**src/rtl/ushift_pkg.sv**
```systemverilog
package ushift_pkg;

    typedef enum logic [1:0] {
        OP_KEEP = 2'b00,
        OP_UP   = 2'b01,
        OP_DOWN = 2'b10,
        OP_LOAD = 2'b11
    } op_e;

endpackage

```
**src/rtl/ushift_mode_dec.sv**
```systemverilog
module ushift_mode_dec
    import ushift_pkg::*;
(
    input  logic sel0,
    input  logic sel1,
    input  logic hiz_a,
    input  logic hiz_b,
    output op_e  op,
    output logic bus_en
);

    always_comb begin
        op     = op_e'({sel1, sel0});
        bus_en = !hiz_a && !hiz_b && (op != OP_LOAD);
    end

endmodule

```
**src/rtl/ushift_core.sv**
```systemverilog
module ushift_core
    import ushift_pkg::*;
#(
    parameter int W = 8
) (
    input  logic         clk,
    input  logic         rst_n,
    input  op_e          op,
    input  logic         ser_r_in,
    input  logic         ser_l_in,
    input  logic [W-1:0] par_in,
    output logic [W-1:0] word
);

    localparam int TOP = W - 1;

    typedef struct packed {
        logic [W-1:0] bits;
    } core_st_t;

    core_st_t st_d, st_q;

    always_comb begin
        st_d = st_q;
        unique case (op)
            OP_KEEP: st_d.bits = st_q.bits;
            OP_UP:   st_d.bits = {st_q.bits[TOP-1:0], ser_r_in};
            OP_DOWN: st_d.bits = {ser_l_in, st_q.bits[TOP:1]};
            OP_LOAD: st_d.bits = par_in;
            default: st_d.bits = st_q.bits;
        endcase
    end

    always_ff @(posedge clk or negedge rst_n) begin
        if (!rst_n) st_q <= '0;
        else        st_q <= st_d;
    end

    assign word = st_q.bits;

    assert_keep_R1: assert property (@(posedge clk) disable iff (!rst_n)
        (op == OP_KEEP) |=> $stable(word));

    assert_up_R2: assert property (@(posedge clk) disable iff (!rst_n)
        (op == OP_UP) |=> (word == {$past(word[TOP-1:0]), $past(ser_r_in)}));

    assert_down_R3: assert property (@(posedge clk) disable iff (!rst_n)
        (op == OP_DOWN) |=> (word == {$past(ser_l_in), $past(word[TOP:1])}));

    assert_load_R4: assert property (@(posedge clk) disable iff (!rst_n)
        (op == OP_LOAD) |=> (word == $past(par_in)));

endmodule

```
**src/rtl/ushift_bus_drv.sv**
```systemverilog
module ushift_bus_drv #(
    parameter int W = 8
) (
    input  logic [W-1:0] word,
    input  logic         bus_en,
    output logic [W-1:0] pin_out,
    output logic         pin_drive,
    output logic         tap_lo,
    output logic         tap_hi
);

    always_comb begin
        pin_out   = word;
        pin_drive = bus_en;
        tap_lo    = word[0];
        tap_hi    = word[W-1];
    end

endmodule

```
**src/rtl/ushift_bus_reg.sv**
```systemverilog
module ushift_bus_reg
    import ushift_pkg::*;
#(
    parameter int W = 8
) (
    input  logic         clk,
    input  logic         rst_n,
    input  logic         sel0,
    input  logic         sel1,
    input  logic         hiz_a,
    input  logic         hiz_b,
    input  logic         ser_r_in,
    input  logic         ser_l_in,
    input  logic [W-1:0] pin_in,
    output logic [W-1:0] pin_out,
    output logic         pin_drive,
    output logic         tap_lo,
    output logic         tap_hi
);

    op_e          op;
    logic         bus_en;
    logic [W-1:0] word;

    ushift_mode_dec u_dec (
        .sel0   (sel0),
        .sel1   (sel1),
        .hiz_a  (hiz_a),
        .hiz_b  (hiz_b),
        .op     (op),
        .bus_en (bus_en)
    );

    ushift_core #(.W(W)) u_core (
        .clk      (clk),
        .rst_n    (rst_n),
        .op       (op),
        .ser_r_in (ser_r_in),
        .ser_l_in (ser_l_in),
        .par_in   (pin_in),
        .word     (word)
    );

    ushift_bus_drv #(.W(W)) u_drv (
        .word      (word),
        .bus_en    (bus_en),
        .pin_out   (pin_out),
        .pin_drive (pin_drive),
        .tap_lo    (tap_lo),
        .tap_hi    (tap_hi)
    );

    assert_drive_off_R5: assert property (@(posedge clk) disable iff (!rst_n)
        (hiz_a || hiz_b || (sel0 && sel1)) |-> !pin_drive);

    assert_tap_after_load_R7: assert property (@(posedge clk) disable iff (!rst_n)
        (sel0 && sel1) |=> (tap_lo == $past(pin_in[0]) && tap_hi == $past(pin_in[W-1])));

endmodule

```
**config.mk**
```make
export PLATFORM = sky130hd
export DESIGN_NAME = ushift_bus_reg
export DESIGN_NICKNAME = d
export VERILOG_FILES = /design/src/rtl/ushift_pkg.sv /design/src/rtl/ushift_mode_dec.sv /design/src/rtl/ushift_core.sv /design/src/rtl/ushift_bus_drv.sv /design/src/rtl/ushift_bus_reg.sv
export SDC_FILE = /design/constraint.sdc
export NUM_CORES = 1
export LEC_CHECK = 0
export BUFFER_PORTS_ARGS = -buffer_cell sky130_fd_sc_hd__clkbuf_2
export CELL_PAD_IN_SITES_DETAIL_PLACEMENT = 1
export CELL_PAD_IN_SITES_GLOBAL_PLACEMENT = 1
export CORE_AREA = 10 10 49 51
export DETAILED_ROUTE_END_ITERATION = 6
export DIE_AREA = 0 0 59 61
export PLACE_DENSITY_LB_ADDON = 0.1
export SETUP_SLACK_MARGIN = 0.3
export SLEW_MARGIN = 20
export SYNTH_ARGS = -nofsm -noshare
export SYNTH_HDL_FRONTEND = slang
export SYNTH_SLANG_ARGS = --single-unit
```
**constraint.sdc**
```tcl
create_clock -name clk -period 1.3 [get_ports clk]
set_input_delay 0.26 -clock clk [delete_from_list [all_inputs] [get_ports clk]]
set_output_delay 0.26 -clock clk [all_outputs]
set_load 0.02 [all_outputs]
```
Yosys cells after proc, flatten, opt, wreduce, memory -nomap -nowiden
Index checks and enable logic that the tools add are counted.
{ "totals": {"reg_bits": 8, "latch_bits": 0, "ram_bits": 0, "rom_bits": 0, "inputBits": 16, "out_inout_bits": 11, "word_cells": 11, "mem_count": 0} }
{ "op_classes": {"n_addsub": 0, "multipliers": 0, "n_div": 0, "magnitude_cmp": 0, "eq_ne": 4, "shift": 0, "muxes": 1, "n_bitwise": 0, "reduce_logical": 5} }
{ "ops": {"columns": ["operator", "count"], "rows": [
  ["8-bit one-hot mux with 3 select lines", 1],
  ["2-bit equality test (second input constant)", 2],
  ["2-bit by 1-bit equality test with 1-bit output (second input constant)", 1],
  ["1-bit logical AND", 2],
  ["1-bit zero test", 2],
  ["2-bit zero test", 1],
  ["2-bit inequality test (second input constant)", 1]
]} }

Logic depth before layout (Yosys ltp)
Gate-level depths: netlist of the first run.
{ "logic_depth": {"depth_word": 3, "depth_mapped": 2, "mapped_depth_nobuf": 1} }

Cells and area by module
A second synthesis of the first run with hierarchy kept.
{ "hier_totals": {"cells_unflattened": 32, "area_unflattened_um2": 513.0} }
{ "by_module_without_submodules": {"columns": ["mod", "n_inst", "cells_per_inst", "area_each_um2", "seq_area_each_um2"], "rows": [
  ["ushift_core", 1, 18, 402.9, 200.2],
  ["ushift_bus_drv", 1, 11, 82.6, 0.0],
  ["ushift_mode_dec", 1, 3, 27.5, 0.0]
]} }

Worst setup path before layout of the first run
Ideal clock, no wire load.
{ "synth_timing": {"kind": "in2out", "start": "input sel0", "end": "output pin_drive", "arrival_ns": 0.970, "required_ns": 1.040, "setup_slack_ns": 0.070, "cell_stages": 2, "path_buffers": 1, "cell_sequence": "buf_6 -> a211oi_1"} }
{ "synth_via": {"elab_chain_cells": 2} }
{ "synth_lines": {"columns": ["item", "line_no", "source"], "rows": [
  ["start: declaration", "ushift_bus_reg.sv:8", "input logic sel0,"],
  ["2-bit inequality test", "ushift_mode_dec.sv:14", "bus_en = !hiz_a && !hiz_b && (op != OP_LOAD);"],
  ["1-bit logical AND", "ushift_mode_dec.sv:14", null],
  ["end: declaration", "ushift_bus_reg.sv:16", "output logic pin_drive,"]
]} }
No other way between the ends.

Final worst setup path of the first run
{ "layout_timing": {"start": "register u_core.st_q, in the netlist u_core.word[0]", "end": "output pin_out[0]"} }
{ "layout_lines": {"columns": ["item", "line_no", "source"], "rows": [
  ["start: declaration", "ushift_core.sv:21", "core_st_t st_d, st_q;"],
  ["start signal: assignment", "ushift_core.sv:36", "else st_q <= st_d;"],
  ["end: declaration", "ushift_bus_reg.sv:15", "output logic [W-1:0] pin_out,"]
]} }
No word-level cell between the ends.

==> metrics.md, run 1 <==
| Metric | Value |
|---|---|
| Hold path start | `pin_in[1]` |
| Status | `complete, no violations` |
| Synth unique cells | `5` |
| Syn_nets | `37` |
| Clock Skew | `7.77 ps` |
| CTS Buffer Depth | `2` |
| GP Congestion | `around 0.66` |
| Syn-to-layout area delta | `67.9%` |
| Setup crit end kind | `primary output` |
| Number of stages on the worst setup path | `1` |
| CP top delay family | `flip-flops` |
| Slew Limit Fails | `0` |
| Final setup fails | `0` |
| Drt first pass iters | `2` |
| Worst EP required | `1040 ps` |
| Mapped Area | `425 sq um` |
| CP arrival | `850 ps` |
| Ports | `27` |
| Die Ht | `a little over 60 microns` |
| Critical path buffers and inverters | `1` |
| Net Switching | `around 330 uW` |
| Cells after Synth | `21` |
| Hold WC Path Type | `in2reg` |
| WHS | `~320 ps` |
| Total power | `1.01 mW` |
| Initial DRC count | `5` |
| CP max FO | `4` |
| Worst Reg2Reg Path Length in Cells | `1` |
| TritonCTS buffer count | `3` |
| Root Buffer | `clkbuf_4` |
| Share of post-route cells with drive strength above 1 | `0.979` |
| Final hold violation count | `0` |
| Vias per inst | `5.06` |
| Leak | `0.307 nW` |
| Number of flip-flops in the largest register | `8` |
| Area occupied by multi-input gates | `200 sq um` |
| Vias in the first global route | `419` |
| Seq/Total Area, Yosys | `0.471` |
| Clk network pwr share | `0.196` |
| CTS HTree Levels | `1` |
| Setup TNS | `0 ps` |
| CP Class | `reg2out` |
| Syn_area_per_cell | `20.3 sq um` |
| GRT overflow | `0` |
| Critical path destination | `pin_out[0]` |
| Worst r2r src | `u_core.word[6]$_DFFE_PN0P_` |
| Crit start category | `flop` |
| Layout fillers | `~160` |
| Seq pwr share | `0.388` |
| Antenna cells | `0` |
| DRC Markers | `0` |
| Global Route Usage Sum | `0.0798` |
| YS warnings | `0` |
| Layout Nets | `66` |
| Port bufs | `26` |
| Total core area | `0.00147 sq mm` |
| Skew-Pair Late Insertion Delay | `260 ps` |
| Reg2reg end | `u_core.word[5]$_DFFE_PN0P_` |
| Pint | `~690 uW` |
| Vias | `324` |
| Crit path largest cell delay | `440 ps` |
| #FFs+latches synth | `8` |
| Slew margin rel. | `0.866` |
| Register cell area after layout | `210 sq um` |
| Final min period | `1110 ps` |
| CTS tree | `yes` |
| Initial Util | `0.289` |
| Fmax | `0.905 GHz` |
| Pre-CTS setup slack | `61.5 ps` |
| Logic pwr share | `0.417` |
| Final WL | `1300 microns` |
| Die footprint | `0.00360 sq mm` |
| Die width | `59 microns` |
| Row count | `14` |
| First-pass GRT wire length | `2080 microns` |
| Critical-path cell list | `buf_8` |
| Largest net degree at the start of global routing | `10` |
| Clock Sinks | `8` |
| Final worst path period share | `0.850` |
| Reg-to-reg setup timing slack | `between 200 and 300 ps` |
| Crit. Startpoint | `u_core.word[0]$_DFFE_PN0P_` |
| ANT nets after route | `0` |
| Worst VDD drop | `0.645 mV` |
| Slowest stage cell, crit path | `dfrtp_2` |
| Detailed-route wire length per cell | `approximately 20 microns` |
| Pwr dens | `~1400 mW/mm^2` |
| CTS clk-pin slew, worst paths | `60 ps` |
| Switching share of power | `0.320` |
| Antenna violations before repair | `0` |
| Slew @ Worst Pin | `202 ps` |
| Max-Cap Viols | `0` |
| Final WS setup | `around 200 ps` |
| RSZ-0062 raised after global routing | `true` |
## layer usage
| layer | GRT usage | wire [microns] | vias up |
|---|---|---|---|
| met4 | 0.0492 | 0 | 0 |
| met2 | 0.138 | 736 | 14 |
| li1 | - | - | 139 |
| met1 | 0.0719 | 446 | 171 |
| met5 | 0 | 0 | - |
| met3 | 0.0438 | 116 | 0 |
## repair_timing
| item | 4_1_cts | 5_1_grt |
|---|---|---|
| hold buffers | 1 | 0 |
| buffers inserted | 0 | 0 |
| gates cloned | 0 | 0 |
| gates resized for setup | 22 | 13 |
| endpoints found under the hold margin | 8 | 0 |
| pin swaps | 0 | 0 |
| endpoints found under the setup margin | 19 | 19 |
## cell families after synthesis
group,Yosys count,synth area share
muxes,8,0.424
DFF,8,0.471
buffers and inverters,4,0.0882
AOI/OAI and AO/OA,1,0.0177
## how the worst min path moves through the flow
| stage | end | slack [ps] | depth (start not counted) |
|---|---|---|---|
| after floorplan | u_core.word[0]$_DFFE_PN0P_ | -40 | 0 |
| after global placement | u_core.word[1]$_DFFE_PN0P_ | 120 | 1 |
| after detailed placement | u_core.word[1]$_DFFE_PN0P_ | 120 | 1 |
| after CTS | u_core.word[1]$_DFFE_PN0P_ | 320 | 2 |
| after global routing | u_core.word[3]$_DFFE_PN0P_ | 310 | 2 |
| final | u_core.word[1]$_DFFE_PN0P_ | 320 | 2 |
## placed cells by master, fill, tap and decap left out
master / synthesis / routed
clkbuf_8: 0 / 2
dfrtp_2: 0 / 8
buf_8: 0 / 9
a211oi_4: 0 / 1
buf_6: 2 / 1
mux4_2: 8 / 8
clkbuf_2: 0 / 13
dlygate4sd3_1: 0 / 1
buf_2: 0 / 1
clkbuf_4: 0 / 3
buf_4: 2 / 1
## area by class of cell
| class | count | share of cell area |
|---|---|---|
| sequential | 8 | 0.294 |
| multi-input combinational | 9 | 0.280 |
| clock buffer | 3 | 0.0315 |
| tap | 16 | 0.0280 |
| timing repair buffer | 28 | 0.366 |
## power by group through the flow
stage / clock network [mW] / registers (mW) / logic, mW
final: 0.199 / 0.394 / 0.423
after global routing: 0.224 / 0.404 / 0.448
after global placement: 0 / 0.369 / 0.302
after detailed placement: 0 / 0.375 / 0.306
after floorplan: 0 / 0.428 / 0.144
after CTS: 0.207 / 0.379 / 0.400
## metrics by stage
stage | utilization | cell area [sq um] | instances
after floorplan | - | 448 | 21
after global placement | 0.386 | 568 | 60
after detailed placement | 0.386 | 568 | 60
after CTS | 0.474 | 697 | 64
after global routing | 0.486 | 714 | 64
final | 0.486 | 714 | 64
## synth_stat cells
cell type,instances,area [sq um]
a211oi_1,1,7.51
buf_4,2,15.0
buf_6,2,22.5
dfrtp_1,8,200
mux4_2,8,180
Note: power is estimated with default switching activity, not from simulation.
==> run 2: changes to the inputs <==
--- a/config.mk
+++ b/config.mk
@@ -5,12 +5,14 @@
 export SDC_FILE = /design/constraint.sdc
 export NUM_CORES = 1
 export LEC_CHECK = 0
+export ABC_AREA = 1
 export BUFFER_PORTS_ARGS = -buffer_cell sky130_fd_sc_hd__clkbuf_2
 export CELL_PAD_IN_SITES_DETAIL_PLACEMENT = 1
 export CELL_PAD_IN_SITES_GLOBAL_PLACEMENT = 1
-export CORE_AREA = 10 10 49 51
+export CORE_AREA = 10 10 56 58
 export DETAILED_ROUTE_END_ITERATION = 6
-export DIE_AREA = 0 0 59 61
+export DIE_AREA = 0 0 66 68
+export MAX_ROUTING_LAYER = met4
 export PLACE_DENSITY_LB_ADDON = 0.1
 export SETUP_SLACK_MARGIN = 0.3
 export SLEW_MARGIN = 20
==> run 2 against run 1 <==
Power shrank 7.7%. Utilization shrank 5.7 points. Sequential power shrank 20%.
==> metrics.md, run 2 <==
| Metric | Value |
|---|---|
| TritonCTS buffer count | `3` |
| DRC Markers | `0` |
| Crit path largest cell delay | `420 ps` |
| Clock Skew | `around 11 ps` |
| Setup crit end kind | `primary output` |
| Antenna cells | `0` |
| Vias in the first global route | `~700` |
| Design area | `903 sq um` |
| CP top delay family | `flip-flops` |
| Total core area | `around 0.0021 sq mm` |
| Detailed-route wire length per cell | `13.6 microns` |
| Die width | `66 microns` |
| Syn-to-layout area delta | `54.6%` |
| Leak | `roughly 0.49 nW` |
| Number of synthesized flops with an enable pin | `0` |
| CTS HTree Levels | `1` |
| Critical-path cell list | `buf_6` |
| Setup TNS | `0 ps` |
| GP Congestion | `0.728` |
| Seq/Total Area, Yosys | `0.343` |
| Status | `complete, no violations` |
| Slew Limit Fails | `0` |
| CTS Buffer Depth | `2` |
| Die footprint | `0.00449 sq mm` |
| Antenna violations before repair | `0` |
| Pwr dens | `1040 mW/mm^2` |
| Most common library cells after synthesis | `nand2_1 (30), nand3_1 (14), dfrtp_1 (8), nand3_2 (8), nor2_1 (4)` |
| Slew @ Worst Pin | `roughly 240 ps` |
| Final hold violation count | `0` |
| CTS clk-pin slew, worst paths | `approximately 70 ps` |
| Largest net degree at the start of global routing | `11` |
| Die Ht | `between 60 and 70 microns` |
| Most frequent cells in the layout | `nand2_1 (30), clkbuf_2 (15), nand3_1 (14)` |
| Drt first pass iters | `4` |
| Final worst path period share | `0.840` |
| Placed Area | `roughly 720 sq um` |
| Share of the synthesized area in the top cell type | `0.343` |
| ANT nets after route | `0` |
| CTS tree | `yes` |
| YS warnings | `0` |
| CP arrival | `830 ps` |
| Initial DRC count | `16` |
| Synth unique cells | `14` |
| Main synth FF type | `dfrtp_1` |
| Port bufs | `26` |
| CP max FO | `3` |
| Final min period | `between 1000 and 1500 ps` |
| #FFs+latches synth | `8` |
| Top post-synthesis cells by area | `dfrtp_1 (34%), nand2_1 (19%), nand3_2 (14%)` |
| Mapped Area | `584 sq um` |
| Ports | `27` |
| First-pass GRT wire length | `3350 microns` |
| Number of flip-flops in the largest register | `8` |
| Most common cell after layout, fill and taps aside | `nand2_1` |
| Hold WC Path Type | `in2reg` |
| Layout Nets | `133` |
| Max-Cap Viols | `0` |
| Most instantiated library cell after synthesis | `nand2_1` |
| Crit start category | `flop` |
| Worst VDD drop | `0.585 mV` |
| Root Buffer | `clkbuf_4` |
| Slew margin rel. | `0.841` |
| Skew-Pair Late Insertion Delay | `260 ps` |
| Global Route Usage Sum | `0.0984` |
| HPWL after DPL | `approximately 1400 microns` |
| Cells after Synth | `77` |
| Syn_nets | `between 90 and 100` |
| Slowest stage cell, crit path | `dfrtp_1` |
| Post-synth top area cell | `dfrtp_1` |
| Initial Util | `0.277` |
| RSZ-0062 raised after global routing | `true` |
| Final setup fails | `0` |
| Fmax | `0.915 GHz` |
| CP Class | `reg2out` |
| Vias | `650` |
| Row count | `17` |
| GRT overflow | `0` |
| Critical path buffers and inverters | `1` |
| Asr flop ratio synth | `1.00` |
| Final WL | `between 1500 and 2000 microns` |
| Worst EP required | `1040 ps` |
| Vias per inst | `4.55` |
| Share of post-route cells with drive strength above 1 | `0.478` |
| Clock Sinks | `8` |
| Syn_area_per_cell | `~7.6 sq um` |
==> run 2: changes by cell type after synthesis, sizes merged, moves of 5 or more <==
cell	change
nand2	+30
nand3	+22
mux4	-8
inv	+5
nor2	+5
==> run 2: final cells by class <==
cell class                 count  area (sq um)
inverter                       5          23.8
sequential                     8           200
timing repair buffer          40           319
multi-input combinational     59           303
clock buffer                   3          22.5
fill                         283          1200
tap                           28          35.0
==> run 2: power by group <==
group	leakage [nW]	switching [mW]	internal, mW
clock network	0.0138	0.0989	0.106
registers	0.100	0.0298	0.286
logic	0.372	0.206	0.211
total	0.486	0.334	0.603
==> run 2: per-stage QoR <==
| stage | hold slack (ps) | std cells | total power [mW] | util | setup slack [ps] |
|---|---|---|---|---|---|
| 3_5_place_dp | 129 | 130 | 0.607 | 0.343 | 141 |
| 6_report | 307 | 143 | 0.937 | 0.429 | 207 |
| 3_3_place_gp | 125 | 130 | 0.607 | 0.343 | 163 |
| 4_1_cts | 314 | 142 | 0.911 | 0.411 | 191 |
| 2_1_floorplan | -35.6 | 77 | 0.511 | - | 340 |
| 5_1_grt | 333 | 143 | 1.01 | 0.429 | 167 |
==> run 2: logic make-up (layout without fill, tap and decap cells) <==
logic type,count (synthesis),count (layout),synth area share
AND/OR/NAND/NOR,57,57,0.495
AO/OA/AOI/OAI,2,2,0.0235
buffers and inverters,10,48,0.139
flip-flops,8,8,0.343
==> run 2: tightest hold or removal path, stage by stage <==
cell and delay (ps):
clkbuf_2 80, nand2_1 40, nand3_1 70, nand2_1 40, nand2_1 50
==> run 2: path summary, 6_finish.rpt <==
path                       slack (ps)                        from                    endpoint  cells after the start
max                               210  u_core.word[0]$_DFFE_PN0P_                  pin_out[0]                      1
min                               310                    ser_r_in  u_core.word[0]$_DFFE_PN0P_                      5
max reg2reg                       280  u_core.word[3]$_DFFE_PN0P_  u_core.word[4]$_DFFE_PN0P_                      6
min reg2reg                       620  u_core.word[6]$_DFFE_PN0P_  u_core.word[6]$_DFFE_PN0P_                      3
max in group asynchronous         710                       rst_n  u_core.word[7]$_DFFE_PN0P_                      2
min in group asynchronous         380                       rst_n  u_core.word[2]$_DFFE_PN0P_                      2
==> run 2: per-layer routing <==
metal,vias to the layer above,global-route usage,wire length [microns]
li1,326,-,-
met1,303,0.115,968
met2,17,0.152,848
met3,4,0.0294,108
met4,0,0.0471,25
met5,-,-,0
==> run 2: what timing repair did <==
item                                    in CTS  in global routing
gates cloned                                 0                  0
hold buffers                                 1                  0
hold endpoints to repair                     8                  0
buffers inserted                             8                  1
resized for setup                           13                 15
endpoints found under the setup margin      11                 11
